<file path="src/rtl/msi_pq_gate.sv">
module msi_pq_gate #(
  parameter int ADDR_W = 48,
  parameter int SRC_W  = 16,
  parameter int IRQ_W  = 20
) (
  input  logic              clk,
  input  logic              rst_n,
  input  logic              cfg_tbl_en,
  input  logic [ADDR_W-1:0] cfg_tbl_base,
  input  logic [SRC_W:0]    cfg_tbl_len,
  input  logic              cfg_large,
  input  logic [SRC_W:0]    cfg_src_count,
  input  logic [IRQ_W-1:0]  cfg_src_offset,
  input  logic              trig_valid,
  output logic              trig_ready,
  input  logic [ADDR_W-1:0] trig_addr,
  input  logic [15:0]       trig_data,
  input  logic              trig_force,
  input  logic              trig_chk_owner,
  input  logic [15:0]       trig_owner,
  output logic              rd_valid,
  input  logic              rd_ready,
  output logic [ADDR_W-1:0] rd_addr,
  input  logic              rsp_valid,
  input  logic [63:0]       rsp_data,
  output logic              wr_valid,
  input  logic              wr_ready,
  output logic [ADDR_W-1:0] wr_addr,
  output logic [7:0]        wr_data,
  output logic              irq_valid,
  output logic [13:0]       irq_server,
  output logic [IRQ_W-1:0]  irq_src,
  output logic [7:0]        irq_prio,
  output logic              err
);
  localparam int SMALL_SH = 4;
  localparam int LARGE_SH = 7;
  localparam logic [7:0] PRIO_OFF = 8'hFF;

  typedef enum logic [2:0] {
    S_IDLE, S_CHK, S_RDREQ, S_RDWAIT, S_DEC, S_WR, S_SEND
  } st_t;

  st_t               st;
  logic [SRC_W-1:0]  src_q;
  logic              force_q, chk_q, send_q;
  logic [15:0]       own_q;
  logic [13:0]       srv_q;
  logic [7:0]        prio_q;
  logic [1:0]        gen_q;
  logic              p_q, q_q;
  logic [15:0]       eown_q;
  logic [ADDR_W-1:0] ent_addr_q, wr_addr_q;
  logic [7:0]        wr_data_q;

  logic unused_bits;
  assign unused_bits = ^{trig_addr[ADDR_W-1:SRC_W+4], trig_addr[3:0], trig_data[15:5],
                         rsp_data[49:48], rsp_data[39:27], rsp_data[23:17]};

  wire [SRC_W-1:0]  src_in = trig_addr[SRC_W+3:4] | SRC_W'(trig_data[4:0]);
  wire              acc    = trig_valid && trig_ready;
  wire [SRC_W:0]    src_x  = {1'b0, src_q};
  wire              oob    = !cfg_tbl_en || (src_x >= cfg_tbl_len) || (src_x >= cfg_src_count);
  wire [ADDR_W-1:0] off    = cfg_large ? (ADDR_W'(src_q) << LARGE_SH) : (ADDR_W'(src_q) << SMALL_SH);
  wire [1:0]        pq     = force_q ? 2'b00 : {p_q, q_q};
  wire              own_bad = chk_q && (eown_q != own_q);

  assign trig_ready = (st == S_IDLE) || (st == S_SEND);
  assign err        = ((st == S_CHK) && oob) || ((st == S_DEC) && own_bad);
  assign rd_valid   = (st == S_RDREQ);
  assign rd_addr    = ent_addr_q;
  assign wr_valid   = (st == S_WR);
  assign wr_addr    = wr_addr_q;
  assign wr_data    = wr_data_q;
  assign irq_valid  = (st == S_SEND);
  assign irq_server = srv_q;
  assign irq_src    = cfg_src_offset + IRQ_W'(src_q);
  assign irq_prio   = prio_q;

  always_ff @(posedge clk) begin
    if (!rst_n) begin
      st         <= S_IDLE;
      src_q      <= '0;
      force_q    <= 1'b0;
      chk_q      <= 1'b0;
      send_q     <= 1'b0;
      own_q      <= '0;
      srv_q      <= '0;
      prio_q     <= '0;
      gen_q      <= '0;
      p_q        <= 1'b0;
      q_q        <= 1'b0;
      eown_q     <= '0;
      ent_addr_q <= '0;
      wr_addr_q  <= '0;
      wr_data_q  <= '0;
    end else begin
      if (acc) begin
        src_q   <= src_in;
        force_q <= trig_force;
        chk_q   <= trig_chk_owner;
        own_q   <= trig_owner;
      end
      case (st)
        S_IDLE:  if (acc) st <= S_CHK;
        S_CHK: begin
          ent_addr_q <= cfg_tbl_base + off;
          st         <= oob ? S_IDLE : S_RDREQ;
        end
        S_RDREQ: if (rd_ready) st <= S_RDWAIT;
        S_RDWAIT: if (rsp_valid) begin
          srv_q  <= rsp_data[63:50];
          prio_q <= rsp_data[47:40];
          gen_q  <= rsp_data[26:25];
          p_q    <= rsp_data[24];
          q_q    <= rsp_data[16];
          eown_q <= rsp_data[15:0];
          st     <= S_DEC;
        end
        S_DEC: begin
          send_q <= 1'b0;
          if (own_bad) begin
            st <= S_IDLE;
          end else if (pq == 2'b00 && prio_q != PRIO_OFF) begin
            wr_addr_q <= ent_addr_q + ADDR_W'(4);
            wr_data_q <= {5'b0, gen_q, 1'b1};
            send_q    <= 1'b1;
            st        <= S_WR;
          end else if (pq == 2'b00 || pq == 2'b10) begin
            wr_addr_q <= ent_addr_q + ADDR_W'(5);
            wr_data_q <= 8'h01;
            st        <= S_WR;
          end else begin
            st <= S_IDLE;
          end
        end
        S_WR:   if (wr_ready) st <= send_q ? S_SEND : S_IDLE;
        S_SEND: st <= acc ? S_CHK : S_IDLE;
        default: st <= S_IDLE;
      endcase
    end
  end
endmodule


</file>
<file path="config.mk">
export PLATFORM = sky130hd
export DESIGN_NAME = msi_pq_gate
export DESIGN_NICKNAME = d
export VERILOG_FILES = /design/src/rtl/msi_pq_gate.sv
export SDC_FILE = /design/constraint.sdc
export NUM_CORES = 1
export LEC_CHECK = 0
export ABC_AREA = 0
export BUFFER_PORTS_ARGS = -buffer_cell sky130_fd_sc_hd__buf_2
export CAP_MARGIN = 5
export CELL_PAD_IN_SITES_DETAIL_PLACEMENT = 1
export CELL_PAD_IN_SITES_GLOBAL_PLACEMENT = 1
export CORE_ASPECT_RATIO = 2
export CORE_MARGIN = 2
export CORE_UTILIZATION = 38
export DETAILED_ROUTE_END_ITERATION = 8
export GPL_TIMING_DRIVEN = 0
export PLACE_DENSITY = 0.93
export SKIP_CTS_REPAIR_TIMING = 1
export SLEW_MARGIN = 5
export SYNTH_ARGS = -nofsm -noshare
export SYNTH_HDL_FRONTEND = slang
export SYNTH_SLANG_ARGS = --single-unit
</file>
<file path="constraint.sdc">
create_clock -name clk -period 11.41 [get_ports clk]
set_input_delay 2.8525 -clock clk [delete_from_list [all_inputs] [get_ports clk]]
set_output_delay 2.8525 -clock clk [all_outputs]
set_load 0.05 [all_outputs]
</file>
==> impl_metrics.env <==
export IMPL_status="completed"
export IMPL_die_w_um=122
export IMPL_critPathCaptureType="output pin"
export IMPL_cts_buffers=17
export IMPL_min_path_type="register to register"
export IMPL_cts_tree="built"
export IMPL_setup_viol=0
export IMPL_async_flop_share=0
export IMPL_rsz0062_at_grt="false"
export IMPL_cp_endpoint="irq_src[18]"
export IMPL_syn_area_per_cell_um2=7.88
export IMPL_final_hold_viol_count=0
export IMPL_yosysUniqueCellTypes=72
export IMPL_synthesis_area_mm2=0.0106
export IMPL_route_vias_total=11700
export IMPL_start_util=0.385
export IMPL_routed_wl_met3_um=2140
export IMPL_synth_most_common_cell="nand2_1"
export IMPL_die_height_um=240
export IMPL_first_pass_iters=4
export IMPL_worstPathMaxFanout=3
export IMPL_setup_tns_ns=0
export IMPL_drc=0
export IMPL_post_synth_most_frequent_cells="225 x nand2_1, 179 x dfxtp_1, 145 x a21oi_1"
export IMPL_yosys_top_cells_area="dfxtp_1 34%, ha_1 8.3%, nand2_1 8.0%"
export IMPL_core_area_mm2=0.0275
export IMPL_place_congestion=0.935
export IMPL_synth_top_area_share=0.338
export IMPL_slew_viol_final=0
export IMPL_max_cap_viol_count=0
export IMPL_fmax_ghz=0.122
export IMPL_cts_root_buf="clkbuf_16"
export IMPL_grtUsageTotal=0.297
export IMPL_startpoint="cfg_src_offset[0]"
export IMPL_avgViaCountPerCell=5.61
export IMPL_clkTransAtPathRegs_ns=0.08
export IMPL_yosysTopAreaCell="dfxtp_1"
export IMPL_r2r_start="rd_addr[2]$_SDFFE_PN0N_"
export IMPL_dp_hpwl_um=35400
export IMPL_routedWlPerCell_um=21.3
export IMPL_clock_skew_ns=0.0155
export IMPL_synthFlopType="dfxtp_1"
export IMPL_reg2regPathDepth=9
export IMPL_cts_sinks=179
export IMPL_finalCritPeriodShare=0.717
export IMPL_register_area_mm2=0.00358
export IMPL_cp_data_required_time_ns=8.56
export IMPL_antenna_found_initial=17
export IMPL_synth_edf_count=0
export IMPL_clock_latency_ns=0.47
export IMPL_multiInputGateArea_mm2=0.00650
export IMPL_grt_pass1_vias=12500
export IMPL_yosysSeqAreaShare=0.338
export IMPL_fillers=3563
export IMPL_dieArea_mm2=0.0294
export IMPL_ir_worst_vdd_mv=0.110
export IMPL_synth_cells=1347
export IMPL_startpoint_type="primary input"
export IMPL_leakage_uw=0.00588
export IMPL_drt_met1_wl_um=15000
export IMPL_antenna_left=0
export IMPL_worst_pin_slew_ns=1.28
export IMPL_grt_max_degree=20
export IMPL_yosysWarnings=0
export IMPL_wirelength_um=44500
export IMPL_critPathKind="primary input to output pin"
export IMPL_rows=86
export IMPL_detailedPlace_worstSlack_ns=3.25
export IMPL_nNetsFinal=2032
export IMPL_power_density_mw_per_mm2=141
export IMPL_ios=407
export IMPL_drtIter0Drc=443
export IMPL_maxUsedRoutingLayer="met5"
export IMPL_portBuffers=334
export IMPL_syn_to_final_growth_pct=26.7
export IMPL_r2r_setup_slack_ns=8.01
export IMPL_regToRegEndpoint="wr_addr[22]$_SDFFE_PN0P_"
export IMPL_cp_arrival_ns=5.33
export IMPL_ys_ff_latch=179
export IMPL_drive_gt1_frac=0.236
export IMPL_cts_htree_levels=4
export IMPL_grt_pass1_wl_um=66600
export IMPL_fin_crit_ns=8.18
export IMPL_fin_ws_ns=3.23
export IMPL_ctsLongestPathBuffers=2
export IMPL_timing_slew_headroom=0.139
export IMPL_grt_ovfl_total=0
export IMPL_wl_met2_um=24200
## how the worst min path moves through the flow
stage	to	slack [ns]	cells past startpoint	start
floorplan	p_q$_SDFFE_PN0P_	0.44	2	p_q$_SDFFE_PN0P_
global placement	irq_server[8]$_SDFFE_PN0P_	0.44	2	irq_server[8]$_SDFFE_PN0P_
detailed placement	irq_server[11]$_SDFFE_PN0P_	0.45	2	irq_server[11]$_SDFFE_PN0P_
CTS	irq_server[11]$_SDFFE_PN0P_	0.46	2	irq_server[11]$_SDFFE_PN0P_
global route	irq_server[2]$_SDFFE_PN0P_	0.48	2	irq_server[2]$_SDFFE_PN0P_
finish	irq_server[11]$_SDFFE_PN0P_	0.46	2	irq_server[11]$_SDFFE_PN0P_
## sequential cells by signal (all words and copies together), names as in the netlist
name / flops
gen_q: 2
p_q: 1
irq_server: 14
st: 3
wr_data: 3
rd_addr: 48
chk_q: 1
irq_prio: 8
force_q: 1
src_q: 16
own_q: 16
eown_q: 16
q_q: 1
send_q: 1
wr_addr: 48
## routing by layer
layer	global-route usage	vias up
met4	0.208	4
li1	-	5453
met5	0	-
met3	0.0631	181
met1	0.272	5629
met2	0.565	431
## placed cells by master (no fill, tap or decap), types with 17 or more instances in the layout
cell type,netlist,final
buf_2,4,338
nand2_1,225,225
dfxtp_1,179,179
a21oi_1,145,145
o21ai_0,79,79
nor2_1,72,72
xnor2_1,71,71
ha_1,70,70
inv_1,66,66
clkbuf_1,59,59
nand3_1,37,37
nor3_1,34,34
nand4_1,30,30
a211oi_1,29,29
xor2_1,27,27
diode_2,0,17
clkbuf_16,0,17
## cell type report
cell class              count  area share
diodes                     17     0.00316
plain buffers              70      0.0219
clock buffers              17      0.0316
clock inverters            15      0.0176
inverters                  66      0.0184
multi-input cells        1036       0.484
flip-flops and latches    179       0.267
well taps                 352      0.0328
repair buffers            334       0.124
## logic make-up after synthesis
| logic type | share of synthesized area |
|---|---|
| AO/OA/AOI/OAI | 0.201 |
| flip-flops | 0.338 |
| XOR/XNOR | 0.0809 |
| buffers and inverters | 0.0511 |
| AND/OR/NAND/NOR | 0.212 |
| other | 0.000353 |
| multiplexers | 0.0302 |
| adder cells (fa/ha/maj) | 0.0863 |
## critical path, cell delays in order
cell	delay (ns)
buf_2	0.10
ha_1	0.21
inv_1	0.08
fa_1	0.23
nor2b_1	0.08
o31a_1	0.28
or2_2	0.33
a31oi_1	0.38
o21ai_0	0.24
nand3_1	0.15
xnor2_1	0.12
buf_2	0.28
## through the flow
step                total power (uW)  cell area (um^2)  instances  utilization  hold WS, ns
CTS                             1900             13400       2069        0.486        0.465
global placement                1220             12700       2037        0.462        0.440
detailed placement              1240             12700       2037        0.462        0.453
global route                    1970             13400       2082        0.488        0.482
floorplan                       1060             10600       1351            -        0.436
finish                          1900             13400       2086        0.488        0.464
## power by group
part | internal [uW] | switching (uW)
logic | 163 | 357
clock network | 361 | 304
registers | 658 | 56.1
(Power assumes the default switching activity.)
